## src/rtl/ddr_refresh_seq.sv

```systemverilog
module ddr_refresh_seq #(
  parameter int T_REFI   = 1560,
  parameter int T_RP     = 3,
  parameter int T_RFC    = 12,
  parameter int T_XSNR   = 14,
  parameter int T_XSRD   = 200,
  parameter int MAX_OWED = 8,
  parameter int ADDR_W   = 13,
  parameter int BANK_W   = 2
) (
  input  logic              clk,
  input  logic              rst_n,
  input  logic              sr_req,
  input  logic              arb_idle,
  input  logic              grant,
  output logic              req,
  output logic              urgent,
  output logic              busy,
  output logic              cke,
  output logic              cs_n,
  output logic              ras_n,
  output logic              cas_n,
  output logic              we_n,
  output logic [ADDR_W-1:0] addr,
  output logic [BANK_W-1:0] ba
);

  localparam int IW   = (T_REFI > 1) ? $clog2(T_REFI) : 1;
  localparam int TMAX = (T_RP > T_RFC) ? ((T_RP > T_XSNR) ? T_RP : T_XSNR)
                                       : ((T_RFC > T_XSNR) ? T_RFC : T_XSNR);
  localparam int TW   = $clog2(TMAX + 1);
  localparam int XW   = $clog2(T_XSRD + 1);
  localparam int OW   = $clog2(MAX_OWED + 1);
  localparam logic [OW:0] OMAX = (OW+1)'(MAX_OWED);

  typedef enum logic [3:0] {
    S_IDLE, S_PRE, S_TRP, S_REF, S_TRFC, S_SRE, S_SR, S_SRXN, S_SRXW
  } st_t;

  st_t            st;
  logic [TW-1:0]  tmr;
  logic [IW-1:0]  icnt;
  logic [OW-1:0]  owed, bcnt;
  logic [XW-1:0]  xcnt;
  logic           srm;
  logic [OW:0]    sum;

  wire tick = !srm && (icnt == IW'(T_REFI - 1));
  wire dec  = (st == S_REF) && !srm;
  wire idle = (st == S_IDLE);

  assign urgent = idle && ({1'b0, owed} == OMAX);
  assign req    = idle && (sr_req || urgent || (owed != '0 && arb_idle));
  assign busy   = !idle;
  assign ba     = '0;
  assign sum    = {1'b0, owed} + (OW+1)'(tick) - (OW+1)'(dec);

  always_comb begin
    {cs_n, ras_n, cas_n, we_n} = 4'b0111;
    cke  = 1'b1;
    addr = '0;
    case (st)
      S_PRE: begin {cs_n, ras_n, cas_n, we_n} = 4'b0010; addr = ADDR_W'(1 << 10); end
      S_REF: {cs_n, ras_n, cas_n, we_n} = 4'b0001;
      S_SRE: begin {cs_n, ras_n, cas_n, we_n} = 4'b0001; cke = 1'b0; end
      S_SR, S_SRXN: cke = 1'b0;
      default: ;
    endcase
  end

  always_ff @(posedge clk or negedge rst_n) begin
    if (!rst_n) begin
      icnt <= '0;
      owed <= '0;
      xcnt <= '0;
    end else begin
      icnt <= (srm || tick) ? '0 : icnt + 1'b1;
      owed <= srm ? '0 : ((sum > OMAX) ? OMAX[OW-1:0] : sum[OW-1:0]);
      if (st == S_SRXN)    xcnt <= XW'(T_XSRD - 1);
      else if (xcnt != '0) xcnt <= xcnt - 1'b1;
    end
  end

  always_ff @(posedge clk or negedge rst_n) begin
    if (!rst_n) begin
      st   <= S_IDLE;
      tmr  <= '0;
      bcnt <= '0;
      srm  <= 1'b0;
    end else begin
      case (st)
        S_IDLE: if (req && grant) begin
          st <= S_PRE; srm <= sr_req; bcnt <= '0;
        end
        S_PRE: begin st <= S_TRP; tmr <= TW'(T_RP - 1); end
        S_TRP: if (tmr <= TW'(1)) st <= srm ? S_SRE : S_REF;
               else tmr <= tmr - 1'b1;
        S_REF: begin st <= S_TRFC; tmr <= TW'(T_RFC - 1); bcnt <= bcnt + 1'b1; end
        S_TRFC: if (tmr > TW'(1)) tmr <= tmr - 1'b1;
                else if (srm) begin
                  if (xcnt == '0) begin st <= S_IDLE; srm <= 1'b0; end
                end else if (owed != '0 && bcnt < OW'(MAX_OWED)) st <= S_REF;
                else st <= S_IDLE;
        S_SRE:  st <= S_SR;
        S_SR:   if (!sr_req) st <= S_SRXN;
        S_SRXN: begin st <= S_SRXW; tmr <= TW'(T_XSNR); end
        S_SRXW: if (tmr <= TW'(1)) st <= S_REF;
                else tmr <= tmr - 1'b1;
        default: st <= S_IDLE;
      endcase
    end
  end

  wire [3:0] pins   = {cs_n, ras_n, cas_n, we_n};
  wire       is_nop = (pins == 4'b0111);
  wire       is_pre = (pins == 4'b0010);
  wire       is_ref = (pins == 4'b0001) && cke;
  wire       is_sre = (pins == 4'b0001) && !cke;
  logic [15:0] gap;
  logic [1:0]  last_kind;

  always_ff @(posedge clk or negedge rst_n) begin
    if (!rst_n) begin
      gap <= 16'hFFFF; last_kind <= 2'd0;
    end else if (!is_nop) begin
      gap <= 16'd1;
      last_kind <= is_pre ? 2'd1 : (is_ref ? 2'd2 : 2'd3);
    end else if (gap != 16'hFFFF) gap <= gap + 16'd1;
  end

  p_owed_cap_r2: assert property (@(posedge clk) disable iff (!rst_n)
    {1'b0, owed} <= OMAX);
  p_urgent_req_r3: assert property (@(posedge clk) disable iff (!rst_n)
    urgent |-> req);
  p_busy_grant_r4: assert property (@(posedge clk) disable iff (!rst_n)
    $rose(busy) |-> $past(req && grant));
  p_rp_gap_r5: assert property (@(posedge clk) disable iff (!rst_n)
    (is_ref && last_kind == 2'd1) |-> gap >= 16'(T_RP));
  p_rfc_gap_r6: assert property (@(posedge clk) disable iff (!rst_n)
    (is_ref && last_kind == 2'd2) |-> gap >= 16'(T_RFC));
  p_nop_fill_r7: assert property (@(posedge clk) disable iff (!rst_n)
    (busy && !is_pre && !is_ref && !is_sre) |-> is_nop);
  p_sre_entry_r8: assert property (@(posedge clk) disable iff (!rst_n)
    $fell(cke) |-> is_sre);
  p_sr_busy_r9: assert property (@(posedge clk) disable iff (!rst_n)
    !cke |-> busy);
  p_exit_nop_r10: assert property (@(posedge clk) disable iff (!rst_n)
    $rose(cke) |-> (is_nop && $past(is_nop)));

endmodule

```

## config.mk

```make
export PLATFORM = sky130hd
export DESIGN_NAME = ddr_refresh_seq
export DESIGN_NICKNAME = d
export VERILOG_FILES = /design/src/rtl/ddr_refresh_seq.sv
export SDC_FILE = /design/constraint.sdc
export NUM_CORES = 1
export LEC_CHECK = 0
export BUFFER_PORTS_ARGS = -buffer_cell sky130_fd_sc_hd__buf_2
export CORE_MARGIN = 1.5
export CORE_UTILIZATION = 56
export DETAILED_ROUTE_END_ITERATION = 8
export GPL_ROUTABILITY_DRIVEN = 0
export PLACE_DENSITY = 0.86
export SLEW_MARGIN = 20
export SYNTH_ARGS = -nofsm -noshare
export SYNTH_HDL_FRONTEND = slang
export SYNTH_SLANG_ARGS = --single-unit
```

## constraint.sdc

```tcl
create_clock -name clk -period 3.6 [get_ports clk]
set_input_delay 0.54 -clock clk [delete_from_list [all_inputs] [get_ports clk]]
set_output_delay 0.54 -clock clk [all_outputs]
set_load 0.01 [all_outputs]
```

==> key figures, run 1 <==
Placed design
  • Pre-CTS setup slack: 0.4347 ns
  • IO Port Bufs: 12
  • Hpwl dp: 3256 um
  • Dpl cell area: 0.002427 sq mm

Min path
  • Hold Crit Class: primary input to asynchronous set/reset pin

Drt
  • Antenna Nets Post-Route: 0
  • DR vias: 1,888
  • Starting DRC count in detailed routing: 201
  • Routed wire length: 4612 um
  • DR WL/cell: 14.10 um
  • DR pass1 iterations: 4
  • Remaining DRCs: 0
  • Vias per Instance: 5.774

Timing
  • Final Hold Violating Endpoints: 0
  • Final setup margin: 0.4177 ns
  • # setup viols final: 0
  • FMAX: 314.2 MHz
  • RSZ-0062 raised after global routing: false
  • Worst Skew: 0.007970 ns
  • Slew HR: 47.23%
  • Slew of the pin with the lowest slew margin: 0.7916 ns
  • Slew Limit Fails: 0
  • Final Critical Period: 3.182 ns
  • Final period util: 88.40%
  • Setup TNS: 0 ns

Worst setup path
  • Worst R2R Setup Slack: 0.42 ns
  • CP required: 3.80 ns
  • Element type at the critical path start: flip-flop
  • Crit path max-delay cell type: fa_1
  • Worst Path Arrival: 3.39 ns
  • Cell mode on critical path: ha_1
  • Crit path kind: flip-flop to flip-flop
  • Crit path max-delay family: simple AND/OR/NAND/NOR gates
  • Worst-path fanout max: 4
  • Crit path largest cell delay: 0.42 ns
  • Buf+Inv Stages, Crit Path: 2
  • Nature of the critical path endpoint: flip-flop
  • CP Cell Sequence: ha_1 -> inv_1 -> nor4_1 -> nand4_1 -> nand2b_1 -> ha_1 -> inv_1 -> ha_1 -> fa_1 -> nor4_1 -> nand2_1 -> mux2i_1 -> nor3_1 -> nor3b_1

Floorplan
  • Core area: 0.004058 sq mm
  • Initial Util: 58.68%
  • Die Ht: 68.21 um
  • Die width: 68.21 um
  • Num ports: 28
  • Die footprint: 0.004652 sq mm
  • FP Rows: 23

Layout
  • Commonest cells after routing, fill and taps aside: dfrtp_1, nor2_1, nand2_1
  • Commonest non-fill, non-tap cell in the layout: dfrtp_1
  • ANT cells: 0
  • Area Overhead vs Synth: 6.621%
  • Layout cell share with drive strength beyond 1: 10.47%
  • Layout Nets: 295
  • Final instance area: 0.002539 sq mm

CTS
  • CTS Sinks: 36
  • Postcts setup bufs: 0
  • Post-CTS sizing: 0
  • CTS Buffer Depth: 2
  • H-tree levels: 2
  • Inserted Clock Buffers: 5
  • CTS tree: done
  • Clk root buf: clkbuf_8
  • Hold buffers post-CTS: 0
  • Worst-Skew Late Latency: 0.29 ns
  • Clock transition at path regs: 0.08 ns

Power and ir drop
  • Worst vdd ir: 0.0004252 V
  • Leak: 0.001122 uW
  • Total power: 2009 uW
  • PD cells: 791.3 mW/mm^2

Yosys
  • Post-synth EDFFs: 0
  • Largest area contributor in the netlist: dfrtp_1
  • Register area share after synthesis: 37.83%
  • Syn avg cell area: 9.053 sq um
  • Synthesized area: 0.002381 sq mm
  • Syn. warnings: 0
  • Synth cell types: 56
  • Number of synthesized register bits: 36
  • Top cells by area, synth: dfrtp_1, ha_1, nor2_1
  • Gate Count Post-Synth: 263
  • Top-area cell type share of the netlist area: 37.83%
  • Share of flip-flops with an asynchronous set or reset: 100.0%
  • Post-synth top flop: dfrtp_1

GRT
  • Overall Global Routing Usage: 21.48%
  • Grt total ovfl: 0
  • Vias in the first global route: 1,638
  • First-pass GRT wire length: 7514 um
  • Largest net degree at the start of global routing: 37
  • Antenna violations before repair: 0

Outcome
  • Status: complete, no violations

Flow run
  • Max Cap Viol: 0
## cell type report
type	count	area, sq um
fill	337	1519
multi-input combinational	201	1325
sequential	36	900.9
inverter	19	71.32
clock buffer	5	68.82
timing repair buffer	13	67.56
tap	50	62.56
clock inverter	3	42.54
## state kept, by name, summed over array words and instances, names as in the netlist
name / cells
icnt: 11
bcnt: 4
st: 4
owed: 4
tmr: 4
srm: 1
xcnt: 8
## final timing paths
check / from / cells after the start / to
worst min-delay path: rst_n / 1 / xcnt[3]
worst max register to register: icnt[0] / 14 / owed[1]
worst min register to register: xcnt[7] / 1 / xcnt[7]
worst max-delay path: icnt[0] / 14 / owed[1]
max in group asynchronous: rst_n / 1 / icnt[1]
min in group clk: xcnt[7] / 1 / xcnt[7]
## per-stage QoR
stage	hold slack, ns	util (%)	instances
after detailed placement	0.4817	59.82	319
after global placement	0.4683	59.82	319
after floorplan	0.2444	-	277
after CTS	0.3625	62.57	327
after global routing	0.3959	62.57	327
final	0.3136	62.57	327
## kinds of logic after synthesis
group | count (synthesis) | synth area share, %
fa+ha+maj | 15 | 8.145
mux | 3 | 1.314
buf+inv | 40 | 8.723
other cells | 1 | 0.1575
flops | 36 | 37.83
simple gates | 108 | 24.33
xor+xnor | 17 | 6.253
compound gates | 43 | 13.24
## power by group
part           switching, uW  leakage (uW)  internal [uW]
Clock                    155     0.0000541            205
Sequential               185      0.000466            537
Combinational            531      0.000601            395
## Yosys cell counts, drive strengths merged, types with 3 or more instances
cell and number:
a31oi 3, dfrtp 36, o31ai 3, a21oi 3
nor4 4, nand4 6, nand3 7, xnor2 7
buf 16, or4 3, or2 5, nor3 8
o22ai 3, clkbuf 5, or3b 3, nor3b 3
xor2 10, nor2b 5, inv 19, o21ai 10
nand2 21, o211ai 6, o311ai 5, ha 13
nor2 31
## metal layers
metal	track usage [%]	vias up	part of all wire, %
li1	-	930	-
met1	27.47	901	45
met2	35.44	47	50
met3	5.099	10	3.8
met4	7.500	0	1.5
met5	0	-	0
(Power assumes the default switching activity.)
==> run 2: changes to the inputs <==
--- a/config.mk
+++ b/config.mk
@@ -10,7 +10,7 @@
 export CORE_UTILIZATION = 56
 export DETAILED_ROUTE_END_ITERATION = 8
 export GPL_ROUTABILITY_DRIVEN = 0
-export PLACE_DENSITY = 0.86
+export PLACE_DENSITY = 0.84
 export SLEW_MARGIN = 20
 export SYNTH_ARGS = -nofsm -noshare
 export SYNTH_HDL_FRONTEND = slang
==> run 2 against run 1 <==
Against the previous run:
- register-to-register slack worse by 0.06 ns
- worst setup slack worse by 0.062 ns
- clock skew is 0.00057 ns lower
- flip-flop and latch count stayed put
- design area is 0.69% lower
- non-clock buffer count stayed put
- worst hold slack worse by 0.0026 ns
- maximum frequency is 1.9% lower
- critical path type unchanged
==> key figures, run 2 (same netlist as run 1, synthesis figures left out) <==
Outcome
  • Status: complete, no violations (unchanged)

CTS
  • CTS Buffer Depth: 2 (unchanged)
  • CTS tree: done (unchanged)
  • H-tree levels: 2 (unchanged)
  • CTS Sinks: 36 (unchanged)
  • Worst-Skew Late Latency: 0.31 ns (was 0.29 ns)
  • Clock transition at path regs: 0.08 ns (about the same)
  • Inserted Clock Buffers: 5 (unchanged)
  • Clk root buf: clkbuf_8 (unchanged)
  • Postcts setup bufs: 0 (unchanged)
  • Hold buffers post-CTS: 0 (unchanged)

Timing
  • Slew Limit Fails: 0 (unchanged)
  • Final period util: 90.11% (was 88.40%)
  • FMAX: 308.3 MHz (was 314.2 MHz)
  • Final Critical Period: 3.244 ns (was 3.182 ns)
  • Setup TNS: 0 ns (unchanged)
  • RSZ-0062 raised after global routing: false (unchanged)
  • Worst Skew: 0.007403 ns (was 0.007970 ns)
  • Slew HR: 47.29% (was 47.23%)
  • Slew of the pin with the lowest slew margin: 0.7907 ns (was 0.7916 ns)
  • Final setup margin: 0.3561 ns (was 0.4177 ns)
  • # setup viols final: 0 (unchanged)
  • Final Hold Violating Endpoints: 0 (unchanged)

Min path
  • Hold Crit Class: primary input to asynchronous set/reset pin (unchanged)

Power and ir drop
  • Clock Power Share: 15.8% (was 17.9%)
  • NetSw: 869.8 uW (was 871.1 uW)
  • Switch share: 44.41% (was 43.37%)
  • Logic pwr share: 47.6% (was 46.1%)
  • Worst vdd ir: 0.0003928 V (was 0.0004252 V)
  • Leak: 0.001119 uW (was 0.001122 uW)
  • Int Power: 1089 uW (was 1138 uW)
  • Reg power frac: 36.6% (was 36.0%)
  • PD cells: 776.9 mW/mm^2 (was 791.3 mW/mm^2)

Layout
  • Layout Nets: 295 (unchanged)
  • Largest Register: icnt (unchanged)
  • Commonest non-fill, non-tap cell in the layout: dfrtp_1 (unchanged)
  • ANT cells: 0 (unchanged)
  • Final instance area: 0.002521 sq mm (was 0.002539 sq mm)
  • Area Overhead vs Synth: 5.886% (was 6.621%)
  • Commonest cells after routing, fill and taps aside: dfrtp_1, nor2_1, nand2_1 (unchanged)
  • Max FFs per register: 11 (unchanged)
  • Layout cell share with drive strength beyond 1: 10.47% (unchanged)
  • Largest regs: icnt x11, xcnt x8 (unchanged)

Drt
  • DR WL/cell: 14.13 um (was 14.10 um)
  • Remaining DRCs: 0 (unchanged)
  • DR vias: 1,915 (was 1,888)
  • Vias per Instance: 5.856 (was 5.774)
  • Routed wire length: 4622 um (was 4612 um)
  • Starting DRC count in detailed routing: 175 (was 201)
  • Antenna Nets Post-Route: 0 (unchanged)
  • DR pass1 iterations: 4 (unchanged)

Floorplan
  • Die Ht: 68.21 um (unchanged)
  • Die footprint: 0.004652 sq mm (unchanged)
  • Num ports: 28 (unchanged)
  • Initial Util: 58.68% (unchanged)
  • Die width: 68.21 um (unchanged)
  • Core area: 0.004058 sq mm (unchanged)
  • FP Rows: 23 (unchanged)

Placed design
  • Dpl cell area: 0.002427 sq mm (unchanged)
  • IO Port Bufs: 12 (unchanged)
  • Hpwl dp: 3338 um (was 3256 um)
  • Pre-CTS setup slack: 0.3742 ns (was 0.4347 ns)

GRT
  • Overall Global Routing Usage: 21.81% (was 21.48%)
  • Antenna violations before repair: 0 (unchanged)
  • Largest net degree at the start of global routing: 37 (unchanged)
  • Vias in the first global route: 1,692 (was 1,638)
  • Grt total ovfl: 0 (unchanged)
  • First-pass GRT wire length: 7431 um (was 7514 um)

Worst setup path
  • Worst r2r src: st[2] (was icnt[0])
  • Nature of the critical path endpoint: flip-flop (unchanged)
  • Worst R2R Setup Slack: 0.36 ns (was 0.42 ns)
  • Worst Path Arrival: 3.46 ns (was 3.39 ns)
  • Crit path kind: flip-flop to flip-flop (unchanged)
  • Worst-path fanout max: 15 (was 4)
  • FF-to-FF path depth: 12 (was 14)
  • Critical R2R Capture: owed[1] (unchanged)
  • Element type at the critical path start: flip-flop (unchanged)
  • CP required: 3.82 ns (was 3.80 ns)

Flow run
  • Max Cap Viol: 0 (unchanged)
## run 2: how the worst max path moves through the flow
stage	start	slack, ns	endpoint
finish	st[2]	0.36	owed[1]
global route	st[2]	0.08	owed[0]
CTS	st[2]	0.31	owed[0]
detailed placement	st[2]	0.37	owed[0]
global placement	icnt[0]	0.58	owed[0]
floorplan	icnt[0]	0.70	owed[0]
## run 2: layout make-up
type | instances | area, sq um
inverter | 19 | 71.32
tap | 50 | 62.56
multi-input combinational | 201 | 1326
clock buffer | 6 | 82.58
fill | 340 | 1536
clock inverter | 2 | 10.01
timing repair buffer | 13 | 67.56
sequential | 36 | 900.9
## run 2: timing repair
action	CTS	global route
gates resized for setup	0	1
setup endpoints to repair	0	3
endpoints found under the hold margin	0	0
## run 2: power by group through the flow
stage | Clock (uW) | Sequential [uW] | Combinational (uW)
after global placement | 0 | 714 | 884
after floorplan | 0 | 645 | 774
after detailed placement | 0 | 720 | 919
after global routing | 328 | 742 | 1060
final | 310 | 717 | 932
after CTS | 315 | 712 | 927
## run 2: per-layer routing
layer / track usage (%) / share of wire, %
met2: 35.19 / 48
met3: 7.401 / 4.1
met5: 0 / 0
met1: 25.99 / 45
met4: 10.50 / 2.6
## run 2: critical path, stage by stage (launching register included)
cell and delay, ns:
dfrtp_1 0.53, nor2_1 0.39, nand3_1 0.34, nor2_1 0.19
ha_1 0.15, inv_1 0.04, ha_1 0.21, fa_1 0.43
nor4_1 0.29, nand2_1 0.09, mux2i_1 0.20, nor3_1 0.12
nor3b_1 0.20
## run 2: stage by stage
| stage | power, uW | hold slack (ns) | utilization [%] | std cells |
|---|---|---|---|---|
| 3_5_place_dp | 1639 | 0.4774 | 59.82 | 319 |
| 3_3_place_gp | 1597 | 0.4672 | 59.82 | 319 |
| 6_report | 1959 | 0.3110 | 62.13 | 327 |
| 4_1_cts | 1954 | 0.3330 | 62.10 | 327 |
| 5_1_grt | 2132 | 0.3852 | 62.13 | 327 |
| 2_1_floorplan | 1420 | 0.2444 | - | 277 |
==> run 3: changes to the inputs <==
--- a/config.mk
+++ b/config.mk
@@ -5,11 +5,14 @@
 export SDC_FILE = /design/constraint.sdc
 export NUM_CORES = 1
 export LEC_CHECK = 0
+export ABC_AREA = 1
 export BUFFER_PORTS_ARGS = -buffer_cell sky130_fd_sc_hd__buf_2
 export CORE_MARGIN = 1.5
 export CORE_UTILIZATION = 56
+export CTS_BUF_LIST = sky130_fd_sc_hd__clkbuf_16
 export DETAILED_ROUTE_END_ITERATION = 8
 export GPL_ROUTABILITY_DRIVEN = 0
+export MAX_ROUTING_LAYER = met4
 export PLACE_DENSITY = 0.84
 export SLEW_MARGIN = 20
 export SYNTH_ARGS = -nofsm -noshare
==> run 3 against run 2 <==
Against the previous run:
- synthesized cell count rose by 26%
- non-clock buffer count is 1 lower
- utilization rose by 1.9 points
- critical endpoint unchanged
- maximum frequency is 22% higher
- via count is 6.4% higher
- largest power group unchanged
==> key figures, run 3 <==
Worst setup path
  • Crit path max-delay cell type: fa_1 (was dfrtp_1)
  • Crit path kind: flip-flop to flip-flop (unchanged)
  • Critical R2R Capture: owed[1] (unchanged)
  • FF-to-FF path depth: 13 (was 12)
  • CP Cell Sequence: ha_1 -> nand2_1 -> nor3_1 -> nand2_1 -> ha_1 -> inv_1 -> ha_1 -> fa_1 -> xnor2_1 -> nand3_1 -> nand3_1 -> nand3_1 -> nor2_1 (was nor2_1 -> nand3_1 -> nor2_1 -> ha_1 -> inv_1 -> ha_1 -> fa_1 -> nor4_1 -> nand2_1 -> mux2i_1 -> nor3_1 -> nor3b_1)
  • Worst R2R Setup Slack: 0.94 ns (was 0.36 ns)
  • Worst Path Arrival: 2.87 ns (was 3.46 ns)
  • Worst r2r src: icnt[0] (was st[2])
  • Worst-path fanout max: 5 (was 15)
  • Nature of the critical path endpoint: flip-flop (unchanged)
  • CP required: 3.81 ns (was 3.82 ns)
  • Crit path largest cell delay: 0.40 ns (was 0.53 ns)
  • Element type at the critical path start: flip-flop (unchanged)

Timing
  • FMAX: 376.6 MHz (was 308.3 MHz)
  • # setup viols final: 0 (unchanged)
  • Slew HR: 47.55% (was 47.29%)
  • Final Hold Violating Endpoints: 0 (unchanged)
  • RSZ-0062 raised after global routing: false (unchanged)
  • Setup TNS: 0 ns (unchanged)
  • Final period util: 73.76% (was 90.11%)
  • Final Critical Period: 2.655 ns (was 3.244 ns)
  • Slew of the pin with the lowest slew margin: 0.7867 ns (was 0.7907 ns)
  • Slew Limit Fails: 0 (unchanged)
  • Worst Skew: 0.004046 ns (was 0.007403 ns)

Drt
  • Vias per Instance: 5.082 (was 5.856)
  • Routed wire length: 4520 um (was 4622 um)
  • DR vias: 2,038 (was 1,915)
  • Antenna Nets Post-Route: 0 (unchanged)
  • DR pass1 iterations: 4 (unchanged)
  • Starting DRC count in detailed routing: 96 (was 175)
  • Remaining DRCs: 0 (unchanged)
  • DR WL/cell: 11.27 um (was 14.13 um)

Yosys
  • Number of synthesized register bits: 36 (unchanged)
  • Register area share after synthesis: 37.31% (was 37.83%)
  • Post-synth EDFFs: 0 (unchanged)
  • Most instantiated cells after synthesis: nand2_1, inv_1, nor2_1, dfrtp_1, nand3_1 (was dfrtp_1, nor2_1, nand2_1, inv_1, buf_4)
  • Share of flip-flops with an asynchronous set or reset: 100.0% (unchanged)
  • Synth cell types: 28 (was 56)
  • Syn avg cell area: 7.274 sq um (was 9.053 sq um)
  • Post-synth top flop: dfrtp_1 (unchanged)
  • Syn. warnings: 0 (unchanged)
  • Top cells by area, synth: dfrtp_1, nand2_1, inv_1 (was dfrtp_1, ha_1, nor2_1)
  • Top-area cell type share of the netlist area: 37.31% (was 37.83%)
  • Largest area contributor in the netlist: dfrtp_1 (unchanged)
  • Cell with the most instances after synthesis: nand2_1 (was dfrtp_1)
  • Synthesized area: 0.002415 sq mm (was 0.002381 sq mm)
  • Gate Count Post-Synth: 332 (was 263)

Floorplan
  • Die Ht: 68.67 um (was 68.21 um)
  • Num ports: 28 (unchanged)
  • FP Rows: 23 (unchanged)
  • Die footprint: 0.004715 sq mm (was 0.004652 sq mm)
  • Die width: 68.67 um (was 68.21 um)
  • Core area: 0.004086 sq mm (was 0.004058 sq mm)
  • Initial Util: 59.09% (was 58.68%)

Layout
  • Layout Nets: 369 (was 295)
  • Largest Register: icnt (unchanged)
  • Max FFs per register: 11 (unchanged)
  • Layout cell share with drive strength beyond 1: 10.54% (was 10.47%)
  • Multi-input logic area: 0.001255 sq mm (was 0.001326 sq mm)
  • Commonest non-fill, non-tap cell in the layout: nand2_1 (was dfrtp_1)
  • Area Overhead vs Synth: 8.394% (was 5.886%)
  • Register Area: 900.9 sq um (unchanged)
  • Largest regs: icnt x11, xcnt x8 (unchanged)
  • # fillers: 351 (was 340)
  • ANT cells: 0 (unchanged)
  • Commonest cells after routing, fill and taps aside: nand2_1, inv_1, nor2_1 (was dfrtp_1, nor2_1, nand2_1)

GRT
  • Grt total ovfl: 0 (unchanged)
  • Overall Global Routing Usage: 23.58% (was 21.81%)
  • Met3 Use GR: 7.143% (was 7.401%)
  • Largest net degree at the start of global routing: 37 (unchanged)
  • Antenna violations before repair: 0 (unchanged)
  • Gr busiest metal: met2 (unchanged)
  • Met2 usage: 38.70% (was 35.19%)
  • Vias in the first global route: 1,911 (was 1,692)
  • GRT met1 Usage: 27.98% (was 25.99%)
  • First-pass GRT wire length: 8031 um (was 7431 um)

CTS
  • Inserted Clock Buffers: 5 (unchanged)
  • CTS tree: done (unchanged)
  • H-tree levels: 2 (unchanged)
  • Clk root buf: clkbuf_16 (was clkbuf_8)
  • Worst-Skew Late Latency: 0.28 ns (was 0.31 ns)
  • Post-CTS sizing: 0 (unchanged)
  • Hold buffers post-CTS: 0 (unchanged)
  • CTS Sinks: 36 (unchanged)
  • Postcts setup bufs: 0 (unchanged)
  • CTS Buffer Depth: 2 (unchanged)
  • Clock transition at path regs: 0.05 ns (was 0.08 ns)

Power and ir drop
  • NetSw: 1000 uW (was 869.8 uW)
  • Int Power: 1206 uW (was 1089 uW)
  • Clock Power Share: 18.5% (was 15.8%)
  • Total power: 2206 uW (was 1959 uW)
  • Worst vdd ir: 0.0005434 V (was 0.0003928 V)
  • Leak: 0.001345 uW (was 0.001119 uW)
  • Switch share: 45.34% (was 44.41%)
  • PD cells: 842.9 mW/mm^2 (was 776.9 mW/mm^2)
  • Logic pwr share: 51.0% (was 47.6%)
  • Reg power frac: 30.4% (was 36.6%)

Flow run
  • Max Cap Viol: 0 (unchanged)

Min path
  • Hold Crit Class: primary input to asynchronous set/reset pin (unchanged)

Placed design
  • IO Port Bufs: 12 (unchanged)
  • Hpwl dp: 3385 um (was 3338 um)

Outcome
  • Status: complete, no violations (unchanged)
## run 3: worst max-delay path by stage
stage,slack [ns],from,endpoint
2_1_floorplan,1.18,icnt[0],owed[0]
3_3_place_gp,1.07,icnt[0],owed[2]
3_5_place_dp,0.98,icnt[0],owed[1]
4_1_cts,0.94,icnt[0],owed[1]
5_1_grt,0.66,icnt[0],owed[2]
6_report,0.94,icnt[0],owed[1]
## run 3: critical path, delay by kind of cell, from the launching register on
family,cells,cell delay [ns]
simple gates,7,0.86
buf+inv,1,0.04
fa+ha+maj,4,1.11
flops,1,0.36
xor+xnor,1,0.22
## run 3: cell type report
cell class                 count  share of cell area, %
timing repair buffer          12                  2.294
clock inverter                 3                 0.5736
multi-input combinational    242                  47.94
inverter                      53                  7.600
tap                           50                  2.390
clock buffer                   5                  4.780
sequential                    36                  34.42
## run 3: per-stage QoR
step / instance area [sq um] / utilization (%) / std cells / worst slack (ns) / hold WS [ns]
after floorplan: 2467 / - / 346 / 1.183 / 0.2444
after global placement: 2477 / 60.62 / 393 / 1.075 / 0.4437
after detailed placement: 2477 / 60.62 / 393 / 0.9778 / 0.4525
after CTS: 2618 / 64.05 / 401 / 0.9383 / 0.3707
after global routing: 2618 / 64.05 / 401 / 0.6552 / 0.4280
final: 2618 / 64.05 / 401 / 0.9448 / 0.3414
## run 3: per-layer routing
metal | routed length, um | up-vias
li1 | - | 1064
met1 | 2137 | 927
met2 | 2124 | 39
met3 | 181 | 8
met4 | 77 | 0
met5 | 0 | -
## run 3: kinds of logic after synthesis
group	synth area share (%)
adders and majority gates	7.565
buffers and inverters	12.90
AOI/OAI and AO/OA	7.824
DFF	37.31
other	0.1553
xor gates and xnor gates	2.176
and+or+nand+nor	32.07
## run 3: power by group through the flow
stage                     logic [uW]  registers [uW]  clock network (uW)
after floorplan                  903             643                   0
after global placement          1080             672                   0
after detailed placement        1120             672                   0
after CTS                       1120             669                 420
after global routing            1300             695                 441
final                           1130             672                 409
